File: src/rtl/cmdreg_seq.sv
module cmdreg_seq #(
  parameter int AW = 8,
  parameter logic [AW-1:0] CMD_ADDR = 1,
  parameter int FIFO_DEPTH = 16,
  localparam int LW = $clog2(FIFO_DEPTH + 1)
) (
  input  logic          clk,
  input  logic          rst_n,
  input  logic          wr_en,
  input  logic [AW-1:0] wr_addr,
  input  logic [7:0]    wr_data,
  input  logic          tx_push,
  input  logic          rx_push,
  input  logic          iso_err_set,
  output logic          tx_rst_pulse,
  output logic          rx_rst_pulse,
  output logic          tx_en_pulse,
  output logic          rx_en_pulse,
  output logic          iso_clr_pulse,
  output logic          sw_rst,
  output logic          lb_digital,
  output logic          lb_aux,
  output logic          tx_active,
  output logic          rx_active,
  output logic          tx_idle_fill,
  output logic [LW-1:0] tx_level,
  output logic [LW-1:0] rx_level,
  output logic          iso_err,
  output logic          cmd_err
);
  localparam logic [7:0] SW_ONLY = 8'h08;
  localparam logic [7:0] DEFER_MASK = 8'h37;
  localparam logic [LW-1:0] LVL_MAX = LW'(FIFO_DEPTH);

  logic       seq;
  logic [7:0] pend;

  wire hit      = wr_en && (wr_addr == CMD_ADDR);
  wire take     = hit && !sw_rst && !seq;
  wire sw_enter = take && (wr_data == SW_ONLY);
  wire illegal  = take && wr_data[3] && (wr_data != SW_ONLY);
  wire legal    = take && !wr_data[3];
  wire clr_tx   = legal && wr_data[7];
  wire clr_rx   = legal && wr_data[6];
  wire prst     = clr_tx || clr_rx;
  wire sw_exit  = sw_rst && hit && !wr_data[3];
  wire hold     = sw_rst || sw_enter;
  wire [7:0] act = seq ? pend : ((legal && !prst) ? wr_data : 8'h00);

  assign tx_idle_fill = !tx_active;

  always_ff @(posedge clk or negedge rst_n) begin
    if (!rst_n) begin
      sw_rst <= 1'b0;
    end else if (sw_enter) begin
      sw_rst <= 1'b1;
    end else if (sw_exit) begin
      sw_rst <= 1'b0;
    end
  end

  always_ff @(posedge clk or negedge rst_n) begin
    if (!rst_n) begin
      seq <= 1'b0;
      pend <= '0;
      tx_rst_pulse <= 1'b0;
      rx_rst_pulse <= 1'b0;
      tx_en_pulse <= 1'b0;
      rx_en_pulse <= 1'b0;
      iso_clr_pulse <= 1'b0;
    end else begin
      seq <= prst;
      pend <= prst ? (wr_data & DEFER_MASK) : 8'h00;
      tx_rst_pulse <= clr_tx;
      rx_rst_pulse <= clr_rx;
      tx_en_pulse <= act[5];
      rx_en_pulse <= act[4];
      iso_clr_pulse <= act[2];
    end
  end

  always_ff @(posedge clk or negedge rst_n) begin
    if (!rst_n) begin
      tx_active <= 1'b0;
      rx_active <= 1'b0;
      tx_level <= '0;
      rx_level <= '0;
    end else if (hold) begin
      tx_active <= 1'b0;
      rx_active <= 1'b0;
      tx_level <= '0;
      rx_level <= '0;
    end else begin
      if (clr_tx) tx_active <= 1'b0;
      else if (act[5]) tx_active <= 1'b1;
      if (clr_rx) rx_active <= 1'b0;
      else if (act[4]) rx_active <= 1'b1;
      if (clr_tx) tx_level <= '0;
      else if (tx_push && tx_active && tx_level < LVL_MAX) tx_level <= tx_level + 1'b1;
      if (clr_rx) rx_level <= '0;
      else if (rx_push && rx_active && rx_level < LVL_MAX) rx_level <= rx_level + 1'b1;
    end
  end

  always_ff @(posedge clk or negedge rst_n) begin
    if (!rst_n) begin
      iso_err <= 1'b0;
      lb_digital <= 1'b0;
      lb_aux <= 1'b0;
      cmd_err <= 1'b0;
    end else if (hold) begin
      iso_err <= 1'b0;
      lb_digital <= 1'b0;
      lb_aux <= 1'b0;
      cmd_err <= 1'b0;
    end else begin
      if (act[2]) iso_err <= 1'b0;
      else if (iso_err_set) iso_err <= 1'b1;
      if (act[1]) lb_digital <= 1'b1;
      if (act[0]) lb_aux <= 1'b1;
      if (illegal) cmd_err <= 1'b1;
      else if (legal) cmd_err <= 1'b0;
    end
  end
endmodule

File: config.mk
export PLATFORM = sky130hd
export DESIGN_NAME = cmdreg_seq
export DESIGN_NICKNAME = d
export VERILOG_FILES = /design/src/rtl/cmdreg_seq.sv
export SDC_FILE = /design/constraint.sdc
export NUM_CORES = 1
export LEC_CHECK = 0
export BUFFER_PORTS_ARGS = -buffer_cell sky130_fd_sc_hd__clkbuf_2
export CORE_UTILIZATION = 48
export DETAILED_ROUTE_END_ITERATION = 8
export GPL_TIMING_DRIVEN = 0
export PLACE_DENSITY = 0.85
export SETUP_SLACK_MARGIN = 0.4
export SYNTH_ARGS = -nofsm -noshare
export SYNTH_HDL_FRONTEND = slang
export SYNTH_SLANG_ARGS = --single-unit
File: constraint.sdc
create_clock -name clk -period 2 [get_ports clk]
set_input_delay 0.4 -clock clk [delete_from_list [all_inputs] [get_ports clk]]
set_output_delay 0.4 -clock clk [all_outputs]
set_load 0.02 [all_outputs]
==> flow_summary.yaml <==
setup_path:
  crit_chain: "clkbuf_2"
  worstReg2RegStart: "seq"
  path_class: "register to primary output"
  cpPeakStageDelay_ns: 0.54
  r2r_end: "iso_err"
  cp_num_buf_inv: 1
  critPathRequiredTime_ns: 1.60
  cp.arrival_ns: 1.10
  reg2regPathDepth: 5
  crit_family: "flip-flops"
  startpoint_type: "register"
  endpoint_kind: "primary output"
  crit_path_max_fanout: 8
  cpMaxStageDelayCell: "dfrtp_1"
  r2r_setup_slack_ns: 0.54
clock_network:
  clk_pin_slew_ns: 0.15
  cts_tree: "done"
  hold_buffers: 0
  clockBufferDepth: 2
  cts.sinks: 28
  cts_made_buffers: 3
  htree_levels: 1
  root_buffer: "clkbuf_4"
  clkLatencyLatePin_ns: 0.33
sta:
  final_hold_viol_count: 0
  fin_ws_ns: 0.501
  max_freq_ghz: 0.667
  finalSetupViolCount: 0
  post-route-period-util: 0.750
  whs_ns: 0.0695
  tightest_slew_ns: 0.672
  drv_slew: 0
  slew_headroom: 0.552
  min_period_ns: 1.50
  tns_ns: 0
  rsz0062_at_grt: "no"
  fin_skew_ns: 0.00456
grt:
  grt_first_pass_wirelength_mm: 4.20
  grt_use_total: 0.215
  grt-ovfl-total: 0
  grt_start_max_net_pins: 29
  first_global_vias: 976
  grt_antenna_before_repair: 0
floorplan:
  die-width_um: 52.4
  fp.dieArea_um2: 2740
  die_h_um: 52.4
  row_count: 17
  coreArea_um2: 2300
  pin_count: 45
  start_util: 0.531
finish:
  drive_gt1_frac: 0.384
  fin_nets: 184
  antennaDiodeCount: 0
  area_growth_pct: 28.7
power:
  ir_drop_mv: 0.959
  power.leakage_nw: 0.768
  power.density_nw_per_um2: 1020
  internal_power_mw: 1.00
  p_clk_frac: 0.172
  p_switching_mw: 0.600
  p_seq_frac: 0.489
  p_comb_frac: 0.339
  sw_frac_of_total: 0.375
placement:
  gp_congestion: 0.752
  io_buffers: 44
  dp.final_hpwl_mm: 1.89
  place_ws_ns: 0.296
synth:
  syn-cell-area_um2: 1220
  synth_top_area_frac: 0.575
  ys_seq_area_frac: 0.575
  synth-seq-cells: 28
  synthCells: 110
  ys_types: 29
  syn_avg_cell_area_um2: 11.1
  synth_top_area_cell: "dfrtp_1"
  synthesis.nets: 134
  synthTopCellsByArea: "dfrtp_1, a21oi_1, nor2_1"
  ys.warnings.count: 0
route:
  ant_nets: 0
  vias_per_cell: 5.52
  routedWlPerCell_um: 13.9
  drt_iter0_markers: 24
  num_vias: 1033
  drcViolationCount: 0
  drt_first_pass_iters: 4
  wirelength_mm: 2.60
min_path:
  min_path_type: "primary input to async pin"
flow_run:
  max_cap_violations: 0
status:
  outcome: "complete, no violations"
==> power groups by stage <==
| stage | clock, mW | sequential [mW] | combinational, mW |
|---|---|---|---|
| 4_1_cts | 0.283 | 0.781 | 0.544 |
| 3_5_place_dp | 0 | 0.793 | 0.539 |
| 5_1_grt | 0.301 | 0.797 | 0.610 |
| 2_1_floorplan | 0 | 0.910 | 0.214 |
| 3_3_place_gp | 0 | 0.782 | 0.514 |
| 6_report | 0.276 | 0.783 | 0.542 |
==> layout make-up <==
type | instances | area, um^2
clock buffers | 4 | 36.3
multi-input cells | 78 | 553
inverters | 1 | 3.75
fillers | 175 | 728
repair buffers | 45 | 228
well taps | 28 | 35.0
flip-flops and latches | 28 | 701
plain buffers | 3 | 12.5
==> what timing repair did <==
action                     CTS  global route
pin swaps                    0             3
setup endpoints to repair   14            17
resized for setup            4             5
buffers inserted             0             1
==> flip-flops by register name, indices dropped and copies added, names as in the netlist <==
register       flops
pend               5
rx_level           5
tx_level           5
cmd_err            1
iso_clr_pulse      1
iso_err            1
lb_aux             1
lb_digital         1
rx_active          1
rx_en_pulse        1
rx_rst_pulse       1
seq                1
sw_rst             1
tx_active          1
tx_en_pulse        1
tx_rst_pulse       1
==> metrics by stage <==
step / utilization / instances / area (um^2) / power (mW)
after floorplan: - / 110 / 1220 / 1.12
after global placement: 0.642 / 182 / 1470 / 1.30
after detailed placement: 0.642 / 182 / 1470 / 1.33
after CTS: 0.664 / 186 / 1530 / 1.61
after global routing: 0.683 / 187 / 1570 / 1.71
final: 0.683 / 187 / 1570 / 1.60
==> metal layers <==
| layer | GRT usage | part of all wire | wire, um |
|---|---|---|---|
| met5 | 0 | 0 | 0 |
| met4 | 0.132 | 0.022 | 57 |
| met3 | 0.0290 | 0.041 | 108 |
| met2 | 0.352 | 0.51 | 1340 |
| met1 | 0.265 | 0.42 | 1100 |
==> worst max-delay path by stage <==
stage / start / endpoint / slack [ns] / depth (start not counted)
final: sw_rst / sw_rst / 0.50 / 1
after global routing: seq / iso_err / 0.45 / 5
after CTS: seq / rx_level[0] / 0.37 / 5
after detailed placement: seq / rx_level[0] / 0.30 / 5
after global placement: seq / rx_level[0] / 0.32 / 5
after floorplan: wr_addr[1] / cmd_err / 0.50 / 4
==> layout by cell type (no fill, tap or decap), types with 2 or more instances in the layout <==
| cell | n |
|---|---|
| clkbuf_2 | 44 |
| dfrtp_1 | 28 |
| nor2_1 | 14 |
| nand2_1 | 10 |
| a21oi_1 | 9 |
| and2_1 | 7 |
| a31oi_1 | 4 |
| xor2_1 | 4 |
| nand4_1 | 3 |
| clkbuf_4 | 3 |
| nor3_4 | 2 |
| a21oi_4 | 2 |
| and3b_1 | 2 |
| clkbuf_1 | 2 |
| mux2i_1 | 2 |
| xnor2_1 | 2 |
| and3_1 | 2 |
| ha_1 | 2 |
==> cell usage after synthesis (all sizes together) <==
library cell  count
nor2             14
a22o              1
o21bai            1
nor4              2
and2b             1
a31oi             4
a21oi            11
xor2              4
and4bb            1
clkbuf            2
and3              2
o31ai             1
xnor2             2
nand2            10
buf               1
and4              1
and2              7
nor3b             1
ha                2
dfrtp            28
mux2i             2
nand4             3
nand3             1
inv               1
nor3              3
or4b              1
o21a              1
and3b             2
==> cell families after synthesis <==
family	count (synthesis)	synth area share
buf+inv	4	0.0133
compound gates	19	0.0914
mux	2	0.0164
xor+xnor	6	0.0431
fa+ha+maj	2	0.0205
simple gates	49	0.240
flops	28	0.575
Note: power is estimated with default switching activity, not from simulation.
